[config.mk]
export PLATFORM = sky130hd
export DESIGN_NAME = irq_daisy_arbiter
export DESIGN_NICKNAME = d
export VERILOG_FILES = /design/src/rtl/irq_chain_pkg.sv /design/src/rtl/irq_chain_slice.sv /design/src/rtl/irq_vec_drive.sv /design/src/rtl/irq_daisy_arbiter.sv
export SDC_FILE = /design/constraint.sdc
export NUM_CORES = 1
export LEC_CHECK = 0
export BUFFER_PORTS_ARGS = -buffer_cell sky130_fd_sc_hd__buf_2
export CORE_AREA = 2 2 39 41
export DETAILED_ROUTE_END_ITERATION = 10
export DIE_AREA = 0 0 41 43
export PLACE_DENSITY = 0.65
export SETUP_SLACK_MARGIN = 0.1
export SYNTH_ARGS = -nofsm -noshare
export SYNTH_HDL_FRONTEND = slang
export SYNTH_SLANG_ARGS = --single-unit
[constraint.sdc]
create_clock -name clk -period 1.1 [get_ports clk]
set_input_delay 0.11 -clock clk [delete_from_list [all_inputs] [get_ports clk]]
set_output_delay 0.11 -clock clk [all_outputs]
set_load 0.03 [all_outputs]
[src/rtl/irq_chain_pkg.sv]
package irq_chain_pkg;

    // Identity code that slice idx drives on the vector bus.
    function automatic logic [15:0] slice_code(input logic [15:0] base,
                                               input int unsigned idx);
        return base + 16'(idx);
    endfunction

    // State held by one slice of the chain.
    typedef struct packed {
        logic pend;
        logic grant;
    } slice_state_t;

    // Token passing through one slice on an acknowledge rise.
    typedef struct packed {
        logic take;
        logic pass;
    } token_t;

endpackage

[src/rtl/irq_chain_slice.sv]
module irq_chain_slice
    import irq_chain_pkg::*;
(
    input  logic clk,
    input  logic rst,
    input  logic req_in,
    input  logic ack_lvl,
    input  logic ack_rise,
    input  logic tok_in,
    output logic tok_out,
    output logic pend_o,
    output logic grant_o
);

    slice_state_t st_q;
    token_t       tok;

    // Token logic: a pending slice keeps the token, an idle one passes it on.
    always_comb begin
        tok.take = tok_in & st_q.pend;
        tok.pass = tok_in & ~st_q.pend;
    end

    always_ff @(posedge clk) begin
        if (rst) begin
            st_q <= '0;
        end else begin
            // A new pulse wins over the clear caused by a grant.
            if (req_in)
                st_q.pend <= 1'b1;
            else if (tok.take)
                st_q.pend <= 1'b0;

            if (!ack_lvl)
                st_q.grant <= 1'b0;
            else if (ack_rise)
                st_q.grant <= tok.take;
        end
    end

    assign tok_out = tok.pass;
    assign pend_o  = st_q.pend;
    assign grant_o = st_q.grant;

    // a grant only appears on a slice that was pending
    a_r3_grant_from_pend: assert property (@(posedge clk) disable iff (rst)
        $rose(st_q.grant) |-> $past(st_q.pend));

    // the granted slice withdraws its request unless re-pulsed
    a_r5_pend_dropped: assert property (@(posedge clk) disable iff (rst)
        ($rose(st_q.grant) && !$past(req_in)) |-> !st_q.pend);

    // a low acknowledge releases the grant on the next edge
    a_r7_release: assert property (@(posedge clk) disable iff (rst)
        !ack_lvl |=> !st_q.grant);

endmodule

[src/rtl/irq_vec_drive.sv]
module irq_vec_drive
    import irq_chain_pkg::*;
#(
    parameter int unsigned N_DEV    = 4,
    parameter int unsigned VEC_W    = 8,
    parameter logic [15:0] VEC_BASE = 16'h0020
) (
    input  logic [N_DEV-1:0] grant,
    output logic [VEC_W-1:0] vec
);

    logic [VEC_W-1:0] part [N_DEV];

    // Each slice contributes its code only while it holds the grant.
    for (genvar g = 0; g < N_DEV; g++) begin : g_part
        localparam logic [15:0] CODE = slice_code(VEC_BASE, g);
        assign part[g] = grant[g] ? CODE[VEC_W-1:0] : '0;
    end

    always_comb begin
        vec = '0;
        for (int i = 0; i < N_DEV; i++)
            vec = vec | part[i];
    end

endmodule

[src/rtl/irq_daisy_arbiter.sv]
module irq_daisy_arbiter
    import irq_chain_pkg::*;
#(
    parameter int unsigned N_DEV    = 4,
    parameter int unsigned VEC_W    = 8,
    parameter logic [15:0] VEC_BASE = 16'h0020
) (
    input  logic             clk,
    input  logic             rst,
    input  logic [N_DEV-1:0] dev_req,
    input  logic             proc_ack,
    output logic             irq_out,
    output logic [N_DEV-1:0] dev_grant,
    output logic [VEC_W-1:0] vec_bus
);

    localparam int unsigned CHAIN_LEN = N_DEV + 1;

    logic                 ack_d;
    logic                 ack_rise;
    logic [CHAIN_LEN-1:0] token;
    logic [N_DEV-1:0]     pend;

    always_ff @(posedge clk) begin
        if (rst) ack_d <= 1'b0;
        else     ack_d <= proc_ack;
    end

    assign ack_rise = proc_ack & ~ack_d;
    assign token[0] = ack_rise;

    for (genvar g = 0; g < N_DEV; g++) begin : g_slice
        irq_chain_slice u_slice (
            .clk      (clk),
            .rst      (rst),
            .req_in   (dev_req[g]),
            .ack_lvl  (proc_ack),
            .ack_rise (ack_rise),
            .tok_in   (token[g]),
            .tok_out  (token[g+1]),
            .pend_o   (pend[g]),
            .grant_o  (dev_grant[g])
        );
    end

    // Request lines combine by OR.
    assign irq_out = |pend;

    irq_vec_drive #(
        .N_DEV    (N_DEV),
        .VEC_W    (VEC_W),
        .VEC_BASE (VEC_BASE)
    ) u_vec (
        .grant (dev_grant),
        .vec   (vec_bus)
    );

    // never more than one grant
    a_r3_onehot: assert property (@(posedge clk) disable iff (rst)
        $onehot0(dev_grant));

    // an idle bus reads zero
    a_r6_idle_zero: assert property (@(posedge clk) disable iff (rst)
        (dev_grant == '0) |-> (vec_bus == '0));

    // a grant in force does not move to another slice
    a_r8_no_steal: assert property (@(posedge clk) disable iff (rst)
        ((dev_grant != '0) && $past(dev_grant != '0)) |-> $stable(dev_grant));

    // without a rise no new grant appears
    a_r10_grant_needs_rise: assert property (@(posedge clk) disable iff (rst)
        ($past(dev_grant) == '0 && dev_grant != '0) |-> $past(ack_rise));

endmodule

==> impl_metrics.csv <==
group,metric,value,unit
finish,antennaDiodeCount,0,
setup_path,critPathMaxStageDelay,0.32,ns
power_and_ir_drop,p_leak,0.302,nW
drt,drc,0,
finish,stdcell_area,621,um2
clock_tree,clkTransAtPathRegs,0.06,ns
setup_path,r2r_slack,-0.11,ns
logic_synthesis,synthXorXnorAreaFrac,0,
logic_synthesis,synth.avg_cell_area,8.78,um2
clock_tree,holdBufCountCts,0,
global_route,first_global_vias,329,
setup_path,end_kind,"output port",
logic_synthesis,synthSimpleGateAreaFrac,0.230,
setup_path,crit_arrival,1.27,ns
global_route,gr-usage-all-layers,0.111,
hold_path,holdCritPathClass,"in2reg",
finish,syn2layout_area_growth,44.2,%
finish,final_core_util,0.448,
placement,placed_cell_area,528,um2
setup_path,worst-path-max-fanout,2,
sta,min_period_over_period,1.25,
drt,antenna_left,0,
clock_tree,root_buffer,"clkbuf_4",
die,start_util,0.311,
finish,drive_above_1_share,0.551,
global_route,antenna_found_initial,0,
logic_synthesis,synth_top_family_by_area,"simple AND/OR/NAND/NOR gates",
die,die_area,0.00176,mm2
placement,dp_cells,81,
outcome,outcome,"complete, but fails checks",
drt,drt-initial-drc-count,0,
setup_path,worst_r2r_startpoint,"ack_d",
logic_synthesis,synth-compound-area-share,0.110,
power_and_ir_drop,p_total,0.773,mW
run,maxCapViolCount,0,
clock_tree,cts_buffer_depth,2,
power_and_ir_drop,powerDensity,1240,mW/mm2
setup_path,cp_slowest_cell,"or3_4",
drt,wire_per_inst,9.55,um
finish,stdcell_count,85,
logic_synthesis,synthMuxAreaShare,0.0233,
logic_synthesis,synth_area_leaders,"dfxtp_1 (42%), buf_4 (16%), a21oi_1 (7.0%)",
sta,fin_ws,-0.276,ns
logic_synthesis,yosys.area_share.adder,0,
clock_tree,numCtsBuffers,3,
global_route,gr-total-overflow,0,
logic_synthesis,syn_inst,49,
hold_path,min_to,"g_slice[1].u_slice.pend_o",
clock_tree,htreeDepth,1,
sta,fmax,727,MHz
global_route,grt_max_degree,7,
placement,dp_slack,-0.0890,ns
hold_path,holdCritStartpoint,"rst",
setup_path,required,0.99,ns
setup_path,path_cells,"or2_4 -> or3_4 -> buf_6",
sta,slew_viol_final,0,
die,fp.coreArea,0.00138,mm2
drt,wl,812,um
placement,port_buffers,14,
logic_synthesis,yosysSeqAreaShare,0.419,
die,die_width,41,um
clock_tree,clk_latency,0.25,ns
logic_synthesis,ys_ff_latch,9,
sta,setup_tns,-0.839,ns
hold_path,min_path_cells,2,
sta,whs,0.0626,ns
setup_path,critPathKind,"reg2out",
die,row_count,14,
setup_path,rr_worst_depth,3,
sta,clock-skew-final,0.00136,ns
sta,grt_setup_unrepaired,"yes",
setup_path,start_kind,"register",
global_route,grt_pass1_wl,1260,um
clock_tree,cts_tree,"yes",
sta,post-route-min-period,1.38,ns
logic_synthesis,syn-cell-area,430,um2
drt,dr.pass1.iters,1,
clock_tree,clock-sinks,9,
logic_synthesis,ys_types,20,
drt,num_vias,370,
finish,fin_nets,77,
outcome,violations,"setup timing",
finish,final_cell_mix,"buf_4 (10), buf_2 (9), dfxtp_1 (6)",
sta,setup_viol,5,
power_and_ir_drop,peakVddDrop,629,uV
sta,hold_viol,0,
die,dieHeight,43,um
logic_synthesis,synth_top_area_cell,"dfxtp_1",
drt,via_per_inst,4.35,
finish,layout_commonest_cell,"buf_4",
setup_path,r2r-end,"g_slice[3].u_slice.pend_o",
placement,place_hpwl,607,um
die,ios,20,
logic_synthesis,ys_warn_count,0,
placement,gp_congestion,0.686,
logic_synthesis,synth_top_area_share,0.419,
critical path: cells and delay by family (launching register included):
family,cells,cell delay [ns]
AND/OR/NAND/NOR,2,0.56
flip-flops,1,0.31
buffers and inverters,1,0.14
flip-flops by register name, summed over array words and instances, names as in the netlist:
register,cells
g_slice.u_slice.grant_o,4
ack_d,1
g_slice.u_slice.pend_o,4
area by class of cell:
cell class | count | area (um2)
Multi-Input combinational cell | 31 | 220
Inverter | 3 | 11.3
Clock buffer | 4 | 26.3
Timing Repair Buffer | 22 | 154
Sequential cell | 9 | 189
Tap cell | 16 | 20.0
Fill cell | 137 | 763
how the worst max path moves through the flow:
stage                                from                   endpoint  slack, ns  cells past startpoint
2_1_floorplan                       ack_d  g_slice[3].u_slice.pend_o      -0.08                      4
3_3_place_gp    g_slice[0].u_slice.pend_o  g_slice[3].u_slice.pend_o      -0.07                      3
3_5_place_dp    g_slice[0].u_slice.pend_o  g_slice[2].u_slice.pend_o      -0.09                      3
4_1_cts        g_slice[2].u_slice.grant_o                 vec_bus[5]      -0.30                      3
5_1_grt        g_slice[2].u_slice.grant_o                 vec_bus[5]      -0.32                      3
6_report       g_slice[2].u_slice.grant_o                 vec_bus[5]      -0.28                      3
synthesized netlist by cell type:
| master | count |
|---|---|
| nand2b_1 | 2 |
| conb_1 | 1 |
| o21ai_1 | 1 |
| nor3b_1 | 1 |
| buf_4 | 9 |
| buf_6 | 1 |
| nand3b_1 | 1 |
| a22oi_1 | 1 |
| inv_1 | 3 |
| or4_1 | 1 |
| nor4b_1 | 1 |
| nand2_1 | 1 |
| dfxtp_1 | 9 |
| o21ai_0 | 1 |
| mux2i_1 | 1 |
| or2_2 | 2 |
| or4b_4 | 1 |
| or3_1 | 1 |
| a21oi_1 | 6 |
| nor2_1 | 5 |
cells by family (layout without fill, tap and decap cells):
logic type             count (synthesis)  count (layout)
AND/OR/NAND/NOR                       16              16
buffers and inverters                 13              29
AO/OA/AOI/OAI                          9               9
flip-flops                             9               9
other                                  1               5
multiplexers                           1               1
per-layer routing:
layer / global-route usage / up-vias / routed length (um)
met2: 0.172 / 17 / 412
li1: - / 188 / -
met5: 0 / - / 0
met3: 0.0314 / 0 / 65
met4: 0.100 / 0 / 0
met1: 0.111 / 165 / 335
what timing repair did:
action / 4_1_cts / 5_1_grt
gates resized for setup: 9 / 13
setup buffers: 0 / 0
endpoints found under the setup margin: 8 / 13
pin swaps: 0 / 6
power breakdown:
part	internal, mW	leakage (nW)	switching, mW	total, mW
logic	0.0794	0.212	0.0903	0.170
clock network	0.139	0.0150	0.106	0.245
registers	0.341	0.0755	0.0166	0.358
total	0.560	0.302	0.213	0.773
(Power assumes the default switching activity.)
